$ cat config.mk
export PLATFORM = sky130hd
export DESIGN_NAME = irq_dispatch
export DESIGN_NICKNAME = d
export VERILOG_FILES = /design/src/rtl/irq_dispatch.sv
export SDC_FILE = /design/constraint.sdc
export NUM_CORES = 1
export LEC_CHECK = 0
export BUFFER_PORTS_ARGS = -buffer_cell sky130_fd_sc_hd__buf_4
export CAP_MARGIN = 30
export CORE_MARGIN = 8
export CORE_UTILIZATION = 50
export CTS_CLUSTER_DIAMETER = 50
export DETAILED_ROUTE_END_ITERATION = 16
export PLACE_DENSITY = 0.8
export SLEW_MARGIN = 20
export SYNTH_ARGS = -nofsm -noshare
export SYNTH_HDL_FRONTEND = slang
export SYNTH_SLANG_ARGS = --single-unit
$ cat constraint.sdc
create_clock -name clk -period 2.05 [get_ports clk]
set_input_delay 0.41 -clock clk [delete_from_list [all_inputs] [get_ports clk]]
set_output_delay 0.41 -clock clk [all_outputs]
set_load 0.02 [all_outputs]
$ cat src/rtl/irq_dispatch.sv
module irq_dispatch #(
  parameter int LINES = 4,
  localparam int N = 4 * LINES,
  localparam int TW = $clog2(N)
) (
  input  logic             clk,
  input  logic             rst_n,
  input  logic [LINES-1:0] req_ext,
  input  logic [LINES-1:0] req_inp,
  input  logic [LINES-1:0] req_hsc,
  input  logic [LINES-1:0] req_sch,
  input  logic             irq_off,
  input  logic             irq_on,
  input  logic             task_done,
  output logic             disp_valid,
  output logic [TW-1:0]    disp_task,
  output logic             busy,
  output logic [N-1:0]     ovf
);

  logic [N-1:0]  req_all, prev, pend, rise, grant, clr;
  logic [TW-1:0] pick;
  logic          armed, running, go;

  assign req_all = {req_sch, req_hsc, req_inp, req_ext};
  assign rise    = req_all & ~prev;
  assign grant   = pend & (~pend + N'(1));
  assign go      = !running && armed && (|pend);
  assign clr     = go ? grant : '0;
  assign busy    = running | (armed & (|pend));

  always_comb begin
    pick = '0;
    for (int i = N - 1; i >= 0; i--)
      if (pend[i]) pick = TW'(i);
  end

  always_ff @(posedge clk) begin
    if (!rst_n) begin
      prev       <= '0;
      pend       <= '0;
      ovf        <= '0;
      armed      <= 1'b1;
      running    <= 1'b0;
      disp_valid <= 1'b0;
      disp_task  <= '0;
    end else begin
      prev       <= req_all;
      pend       <= (pend & ~clr) | rise;
      ovf        <= rise & pend & ~clr;
      disp_valid <= go;
      if (go) disp_task <= pick;
      if (irq_off)     armed <= 1'b0;
      else if (irq_on) armed <= 1'b1;
      if (go)             running <= 1'b1;
      else if (task_done) running <= 1'b0;
    end
  end

endmodule


# [Word-level counts from Yosys, hierarchy flattened]
# Cells that the tools add are included.
[totals] reg_bits=55 in_bits=21 output_inout_bits=22
[op_classes] add_sub_neg=1 mux=21 bitwise=11 n_reduce_logical=6
[ops] cell="$and 16x16->16" count=5
[ops] cell="$mux 4" count=16
[ops] cell="$not 16->16" count=3
[ops] cell="$add 16x1->16 const B" count=1
[ops] cell="$mux 16" count=1
[ops] cell="$or 16x16->16" count=1
[ops] cell="$reduce_or 16->1" count=1
[ops] cell="$mux 1" count=4
[ops] cell="$reduce_bool 2->1" count=2
[ops] cell="$logic_and 1x1->1" count=2
[ops] cell="$and 1x1->1" count=1
[ops] cell="$logic_not 1->1" count=1
[ops] cell="$or 1x1->1" count=1

# [Logic depth before layout (Yosys ltp)]
# Gate-level depths: netlist of the first run.
[logic_depth] depth_word=16 ltp_mapped=5 ltp_nobuf=5

# [Least setup slack after synthesis of the first run]
# Ideal clock, no wire load.
[synth_path] path_kind="register to output" startpoint="reg pend[14]" endpoint="out busy" arrival_time_ns=1.152 path_slack_ns=0.488 path_stages_with_launch=4 path_buffers=0 cell_sequence="dfxtp_1 > nor4_1 > nand4_1 > a21o_2"
[synth_via] elab_chain_cells=3
[synth_rtl] element="from (decl)" line="21" rtl="logic [N-1:0] req_all, prev, pend, rise, grant, clr;"
[synth_rtl] element="from (signal assigned)" line="49" rtl="pend <= (pend & ~clr) | rise;"
[synth_rtl] element="$reduce_or 16->1" line="30" rtl="assign busy = running | (armed & (|pend));"
[synth_rtl] element="$and 1x1->1" line="30"
[synth_rtl] element="$or 1x1->1" line="30"
[synth_rtl] element="to (decl)" line="17" rtl="output logic busy,"
# Every way passes these cells.

# [Worst setup path after layout of the first run]
[layout_path] startpoint="reg pend[5]" endpoint="out busy"
# Same word-level chain as after synthesis.

==> flow_metrics.env, run 1 <==
export IMPL_status="finished clean"
export IMPL_nets=259
export IMPL_fillers=326
export IMPL_cts_max_level=2
export IMPL_track_usage_pct=13.44
export IMPL_hold_depth=2
export IMPL_syn_area_um2=1923
export IMPL_ir_drop_mv=0.4953
export IMPL_drive_gt1_share_pct=26.58
export IMPL_wl_per_cell_um=13.52
export IMPL_synth_ff_type="dfxtp_1"
export IMPL_vias=1485
export IMPL_ant_nets=0
export IMPL_worstMarginPinSlew_ps=414.8
export IMPL_die_area_um2=6086
export IMPL_routed_wl_um=3852
export IMPL_path_class="reg2out"
export IMPL_drt_iter0_markers=62
export IMPL_rr_worst_depth=5
export IMPL_crit_path_end_kind="output port"
export IMPL_grt_max_degree=21
export IMPL_antenna_cells=0
export IMPL_netlist_instances=190
export IMPL_worstSkewPairLatency_ps=300
export IMPL_cpMaxStageDelayCell="dfxtp_4"
export IMPL_cts_buffer_depth=2
export IMPL_crit_chain="nor4_4, nand4_1, a21o_2, buf_6"
export IMPL_hpwl_um=2756
export IMPL_tritoncts="yes"
export IMPL_placementRows=22
export IMPL_hold_viol=0
export IMPL_final_cells=285
export IMPL_layout_commonest_cell="dfxtp_1"
export IMPL_rsz0062_at_grt="yes"
export IMPL_arrival_ps=1550
export IMPL_die_y_um=78.02
export IMPL_cts_buffers=5
export IMPL_clk_pin_slew_ps=80
export IMPL_die_w_um=78.02
export IMPL_setup_viol=0
export IMPL_synth_seq_cells=55
export IMPL_final_cell_mix="51 x dfxtp_1, 44 x buf_4, 24 x a21oi_1"
export IMPL_drc=0
export IMPL_grt_pass1_wl_um=6686
export IMPL_finalSetupTns_ps=0
export IMPL_max_freq_mhz=509.0
export IMPL_post_route_min_period_ps=1965
export IMPL_cts_sinks=55
export IMPL_slew_headroom_pct=71.63
export IMPL_grt_pass1_vias=1479
export IMPL_place_area_um2=2298
export IMPL_grt_antenna_before_repair=0
export IMPL_fin_area_um2=2416
export IMPL_core_area_um2=3689
export IMPL_syn_avg_cell_area_um2=10.12
export IMPL_areaGrowthSynthToFinish_pct=25.63
export IMPL_grt_remaining_overflow=0
export IMPL_seq_area_frac_synth_pct=57.25
export IMPL_p_leak_nw=0.9797
export IMPL_syn_num_nets=211
export IMPL_synth_edf_count=0
export IMPL_slowest_delay_ps=370
export IMPL_vias_per_cell=5.211
export IMPL_io_pins=43
export IMPL_worstPathRequired_ps=1640
export IMPL_ys_async_sr_fraction_pct=0
export IMPL_power_density_nw_per_um2=832.1
export IMPL_start_util_pct=52.14
export IMPL_portBuffers=42
export IMPL_finClkSkew_ps=4.067
export IMPL_worstHoldPathType="in2reg"
export IMPL_ys_types=31
export IMPL_startpoint_type="flip-flop"
export IMPL_synth_warnings=0
export IMPL_clock_tree_root_cell="clkbuf_8"
export IMPL_worstPathMaxFanout=5
export IMPL_dp_cells=278
export IMPL_firstDrtPassIters=4
export IMPL_finalWeightedCongestion=0.8289
export IMPL_fin_crit_sh_pct=95.84
export IMPL_drv_slew=0
export IMPL_drv_cap=0
-- per-layer routing --
| metal | vias to the layer above | GRT usage, % | routed length (um) |
|---|---|---|---|
| met5 | - | 0 | 0 |
| met4 | 0 | 7.037 | 79 |
| met3 | 5 | 5.695 | 257 |
| met2 | 41 | 20.55 | 1698 |
| met1 | 680 | 15.74 | 1816 |
| li1 | 759 | - | - |
-- per-stage QoR --
stage	setup WS, ps	power [W]	utilization [%]	hold slack [ps]
floorplan	487.8	0.001375	-	388.3
CTS	13.03	0.002017	64.89	281.3
detailed placement	240.3	0.001480	62.31	400.4
finish	85.31	0.002011	65.50	286.6
global route	-0.1321	0.002102	65.50	301.9
global placement	283.4	0.001474	62.31	395.9
-- cells by family after synthesis --
family	share of synthesized area, %
AND/OR/NAND/NOR	26.16
AO/OA/AOI/OAI	14.83
buffers and inverters	1.756
flip-flops	57.25
-- synthesized netlist by cell type, types with 2 or more instances --
| cell type | number | share of area, % |
|---|---|---|
| inv_1 | 4 | 0.78 |
| nor3b_1 | 9 | 3.5 |
| nand3_1 | 2 | 0.52 |
| o31ai_1 | 2 | 0.78 |
| nand4_1 | 2 | 0.65 |
| nand2b_1 | 20 | 6.5 |
| nor2_1 | 10 | 2.0 |
| dfxtp_1 | 55 | 57 |
| nor3_1 | 7 | 1.8 |
| o21ai_0 | 8 | 2.1 |
| clkbuf_1 | 4 | 0.78 |
| a21oi_1 | 24 | 6.2 |
| nand2_1 | 8 | 1.6 |
| nor4_4 | 2 | 2.2 |
| and2_1 | 16 | 5.2 |
| o41ai_2 | 2 | 1.7 |
-- flip-flops by register name, indices dropped and copies added, names as in the netlist --
name and count:
armed 1, ovf 16, disp_task 4, running 1
pend 16, prev 16, disp_valid 1
-- worst max-delay path, delay by kind of cell (launching register included) --
kind                   cells  cell delay, ps
AND/OR/NAND/NOR            2             530
flip-flops                 1             370
AO/OA/AOI/OAI              1             220
buffers and inverters      1             130
-- power by group --
group	switching [W]	total (W)	internal, W	leakage (nW)
Clock	0.000307	0.000535	0.000228	0.0371
Sequential	0.0000628	0.00119	0.00113	0.456
Combinational	0.000140	0.000280	0.000140	0.487
-- layout make-up --
cell class,count,area (um^2),share of cell area (%)
Inverter,5,18.77,0.7768
Clock buffer,6,72.57,3.004
Tap cell,48,60.06,2.486
Timing Repair Buffer,45,341.6,14.14
Multi-Input combinational cell,126,812.0,33.61
Sequential cell,55,1111,45.99
-- worst paths after layout --
check             slack [ps]  startpoint       end
setup reg to reg         360     pend[2]  pend[14]
setup / recovery          90     pend[5]      busy
hold reg to reg          410    prev[12]   ovf[12]
hold / removal           290     irq_off     armed
-- what timing repair did --
item                                    CTS  global route
endpoints found under the setup margin    1             1
hold buffers                              0             0
buffers inserted                          1             0
gates resized for setup                   2             8
pin swaps                                 1             5
Note: power is estimated with default switching activity, not from simulation.
==> inputs of run 2 (changes only) <==
Settings changed: MAX_ROUTING_LAYER set to met4.
==> flow_metrics.env, run 2 (synthesis results as in run 1) <==
export IMPL_placementRows=22
export IMPL_grt_pass1_vias=1481
export IMPL_finalSetupTns_ps=0
export IMPL_io_pins=43
export IMPL_clk_pin_slew_ps=80
export IMPL_vias_per_cell=5.204
export IMPL_clkPwrFrac_pct=26.6
export IMPL_finalWeightedCongestion=0.8415
export IMPL_grt_antenna_before_repair=0
export IMPL_hold_viol=0
export IMPL_worstPathRequired_ps=1640
export IMPL_antenna_cells=0
export IMPL_crit_path_end_kind="output port"
export IMPL_p_seq_share_pct=59.4
export IMPL_ant_nets=0
export IMPL_path_class="reg2out"
export IMPL_final_cells=285
export IMPL_cts_buffer_depth=2
export IMPL_portBuffers=42
export IMPL_p_leak_nw=0.9797
export IMPL_routed_wl_um=3847
export IMPL_vias=1483
export IMPL_hold_buffers=0
export IMPL_dp_cells=278
export IMPL_cts_max_level=2
export IMPL_hold_slack_ps=286.6
export IMPL_track_usage_pct=13.83
export IMPL_post_route_min_period_ps=1967
export IMPL_reg_top3="ovf: 16 flops, pend: 16 flops, prev: 16 flops"
export IMPL_worstSkewPairLatency_ps=300
export IMPL_max_freq_mhz=508.5
export IMPL_ir_drop_mv=0.4954
export IMPL_cts_buffers=5
export IMPL_start_util_pct=52.14
export IMPL_core_area_um2=3689
export IMPL_slowest_delay_ps=370
export IMPL_worstMarginPinSlew_ps=414.8
export IMPL_p_sw_share_pct=25.39
export IMPL_setup_viol=0
export IMPL_p_sw_w=0.0005105
export IMPL_firstDrtPassIters=4
export IMPL_cts_sinks=55
export IMPL_combPwrFrac_pct=14.0
export IMPL_die_area_um2=6086
export IMPL_status="finished clean"
export IMPL_drv_cap=0
export IMPL_tritoncts="yes"
export IMPL_die_w_um=78.02
export IMPL_worstHoldPathType="in2reg"
export IMPL_hpwl_um=2756
export IMPL_grt_pass1_wl_um=6686
export IMPL_die_y_um=78.02
export IMPL_clock_tree_root_cell="clkbuf_8"
export IMPL_areaGrowthSynthToFinish_pct=25.63
export IMPL_wl_per_cell_um=13.50
export IMPL_worstPathMaxFanout=5
export IMPL_cpMaxStageDelayCell="dfxtp_4"
export IMPL_drive_gt1_share_pct=26.58
export IMPL_fin_crit_sh_pct=95.93
export IMPL_drt_iter0_markers=66
export IMPL_power_density_nw_per_um2=832.2
export IMPL_power_internal_w=0.001500
export IMPL_arrival_ps=1560
export IMPL_crit_chain="nor4_4, nand4_1, a21o_2, buf_6"
export IMPL_startpoint_type="flip-flop"
export IMPL_rsz0062_at_grt="no"
export IMPL_layout_commonest_cell="dfxtp_1"
export IMPL_slew_headroom_pct=71.63
export IMPL_grt_max_degree=21
export IMPL_nets=259
export IMPL_final_cell_mix="51 x dfxtp_1, 44 x buf_4, 24 x a21oi_1"
export IMPL_grt_remaining_overflow=0
export IMPL_drv_slew=0
export IMPL_finClkSkew_ps=4.083
export IMPL_drc=0
[run 2: repair_timing]
item / CTS / global route
endpoints found under the setup margin: 1 / 1
pin swaps: 1 / 5
resized for setup: 2 / 8
setup buffers: 1 / 0
[run 2: power by group through the flow]
| stage | Combinational, W | Clock (W) | Sequential, W |
|---|---|---|---|
| final | 0.000281 | 0.000535 | 0.00119 |
| after global routing | 0.000312 | 0.000585 | 0.00120 |
| after CTS | 0.000277 | 0.000550 | 0.00119 |
| after detailed placement | 0.000268 | 0 | 0.00121 |
| after global placement | 0.000267 | 0 | 0.00121 |
| after floorplan | 0.000151 | 0 | 0.00122 |
[run 2: final cells by class]
class / count / area [um^2]
Clock buffer: 6 / 72.57
Tap cell: 48 / 60.06
Sequential cell: 55 / 1111
Fill cell: 326 / 1272
Timing Repair Buffer: 45 / 341.6
Multi-Input combinational cell: 126 / 812.0
Inverter: 5 / 18.77
[run 2: routing by layer]
layer  up-vias  track usage [%]  wire [um]
met1       678            16.15       1862
met4         0            7.037         79
li1        759                -          -
met3         5            5.011        214
met5         -                -          0
met2        41            20.55       1690
[run 2: final timing paths]
kind	start	to	slack [ps]	depth (start not counted)
max	pend[5]	busy	80	4
min	irq_off	armed	290	2
max reg2reg	pend[2]	pend[14]	370	5
min reg2reg	prev[12]	ovf[12]	410	1
[run 2: critical path, delay by kind of cell, from the launching register on]
kind	cells	cell delay, ps
buffers and inverters	1	130
DFF	1	370
AOI/OAI and AO/OA	1	220
and+or+nand+nor	2	530
[run 2: metrics by stage]
stage               cell area (um^2)  setup slack (ps)  util, %  total power, W
global placement                2298             283.4    62.31        0.001474
CTS                             2394             13.03    64.89        0.002017
floorplan                       1923             487.8        -        0.001375
detailed placement              2298             240.3    62.31        0.001480
finish                          2416             83.42    65.50        0.002011
global route                    2416            0.1639    65.50        0.002102
==> inputs of run 3 (changes only) <==
Settings changed: ABC_AREA set to 1, MAX_ROUTING_LAYER met4 to not set, PLACE_DENSITY 0.8 to 0.79.
==> flow_metrics.env, run 3 <==
export IMPL_status="finished clean"
export IMPL_grt_pass1_vias=1534
export IMPL_worstHoldPathType="in2reg"
export IMPL_slew_headroom_pct=78.49
export IMPL_grt_pass1_wl_um=6396
export IMPL_track_usage_pct=12.69
export IMPL_grt_antenna_before_repair=0
export IMPL_synth_largest_area_cell="dfxtp_1"
export IMPL_die_w_um=79.87
export IMPL_cts_buffers=5
export IMPL_tritoncts="yes"
export IMPL_layout_commonest_cell="nand2_1"
export IMPL_die_y_um=79.87
export IMPL_syn_avg_cell_area_um2=7.998
export IMPL_post_route_min_period_ps=1866
export IMPL_vias_per_cell=4.558
export IMPL_fin_crit_sh_pct=91.01
export IMPL_syn_area_um2=2039
export IMPL_finalWeightedCongestion=0.8450
export IMPL_drive_gt1_share_pct=27.91
export IMPL_grt_remaining_overflow=0
export IMPL_synth_edf_count=0
export IMPL_worstMarginPinSlew_ps=320.1
export IMPL_reg_top3="ovf: 16 flops, pend: 16 flops, prev: 16 flops"
export IMPL_areaGrowthSynthToFinish_pct=21.60
export IMPL_ys_async_sr_fraction_pct=0
export IMPL_hpwl_um=2825
export IMPL_finClkSkew_ps=2.707
export IMPL_antenna_cells=0
export IMPL_ir_drop_mv=0.4484
export IMPL_synth_warnings=0
export IMPL_cts_sinks=55
export IMPL_rr_worst_depth=11
export IMPL_synth_area_leaders="dfxtp_1 54%, nand2_1 12%, inv_1 7.9%"
export IMPL_final_cell_mix="63 x nand2_1, 55 x dfxtp_1, 44 x buf_4"
export IMPL_portBuffers=42
export IMPL_netlist_instances=255
export IMPL_r2r_slack_ps=410
export IMPL_routed_wl_um=3725
export IMPL_yosysMostFrequentCell="nand2_1"
export IMPL_hold_depth=2
export IMPL_start_util_pct=51.35
export IMPL_worstPathRequired_ps=1640
export IMPL_ant_nets=0
export IMPL_vias=1600
export IMPL_core_area_um2=3971
export IMPL_worstSkewPairLatency_ps=300
export IMPL_drv_slew=0
export IMPL_cts_max_level=2
export IMPL_setup_viol=0
export IMPL_max_freq_mhz=536.0
export IMPL_arrival_ps=1460
export IMPL_synth_seq_cells=55
export IMPL_drv_cap=0
export IMPL_placementRows=23
export IMPL_clock_tree_root_cell="clkbuf_8"
export IMPL_finalSetupTns_ps=0
export IMPL_rsz0062_at_grt="no"
export IMPL_io_pins=43
export IMPL_firstDrtPassIters=4
export IMPL_power_density_nw_per_um2=826.3
export IMPL_hold_viol=0
export IMPL_drt_iter0_markers=148
export IMPL_grt_max_degree=20
export IMPL_syn_num_nets=276
export IMPL_worstPathMaxFanout=5
export IMPL_yosysTopAreaCellShare_pct=53.99
export IMPL_path_class="reg2out"
export IMPL_die_area_um2=6378
export IMPL_cts_buffer_depth=2
export IMPL_post_route_util_pct=62.44
export IMPL_startpoint_type="flip-flop"
export IMPL_crit_path_end_kind="output port"
export IMPL_synth_ff_type="dfxtp_1"
export IMPL_seq_area_frac_synth_pct=53.99
export IMPL_ys_types=26
export IMPL_drc=0
export IMPL_nets=321
export IMPL_hold_buffers=0
export IMPL_wl_per_cell_um=10.61
export IMPL_fillers=368
export IMPL_clk_pin_slew_ps=90
export IMPL_synth_common_cells="63 x nand2_1, 55 x dfxtp_1, 43 x inv_1"
export IMPL_p_leak_nw=1.252
run 3: cell type report:
| cell class | count | area (um^2) | share of cell area [%] |
|---|---|---|---|
| clock inverters | 3 | 15.01 | 0.6054 |
| repair buffers | 44 | 330.3 | 13.32 |
| well taps | 50 | 62.56 | 2.523 |
| clock buffers | 5 | 68.82 | 2.775 |
| multi-input cells | 147 | 725.7 | 29.26 |
| inverters | 47 | 176.4 | 7.114 |
| flip-flops and latches | 55 | 1101 | 44.40 |
run 3: worst max-delay path, stage by stage, from the launching register on:
cell     delay [ps]
dfxtp_1         360
nor2_1          150
nand2_1          90
nor2_2          140
nand2_1          80
nand2_2          90
nand2_1          80
buf_4           160
run 3: layer usage:
| layer | vias to the layer above | GRT usage [%] | part of all wire (%) |
|---|---|---|---|
| met5 | - | 0 | 0 |
| met4 | 0 | 9.636 | 2.7 |
| met3 | 7 | 4.054 | 6.4 |
| met2 | 36 | 19.40 | 46 |
| met1 | 698 | 14.45 | 45 |
| li1 | 859 | - | - |
run 3: kinds of logic after synthesis:
family,share of synthesized area (%)
AO/OA/AOI/OAI,9.509
AND/OR/NAND/NOR,25.83
flip-flops,53.99
buffers and inverters,10.67
run 3: what timing repair did:
item	4_1_cts	5_1_grt
gates resized for setup	0	1
hold endpoints to repair	0	0
buffers inserted	0	0
endpoints found under the setup margin	0	1
run 3: final timing paths:
kind	start	to
max	pend[7]	busy
min	irq_off	armed
max reg2reg	pend[8]	pend[5]
min reg2reg	disp_task[0]	disp_task[0]
run 3: through the flow:
stage               setup slack, ps  instance area [um^2]  hold slack [ps]  power (W)  std cells
floorplan                     665.1                  2039            452.6   0.001411        255
global placement              439.0                  2391            455.3   0.001503        343
detailed placement            404.1                  2391            458.3   0.001511        343
CTS                           148.9                  2475            274.3   0.002071        351
global route                  41.08                  2480            290.1   0.002166        351
finish                        184.2                  2480            282.3   0.002049        351
run 3: power breakdown:
part	leakage (nW)	switching [W]	internal, W
sequential	0.455	0.0000428	0.00113
clock	0.0477	0.000329	0.000234
combinational	0.750	0.000180	0.000128
total	1.25	0.000552	0.00150
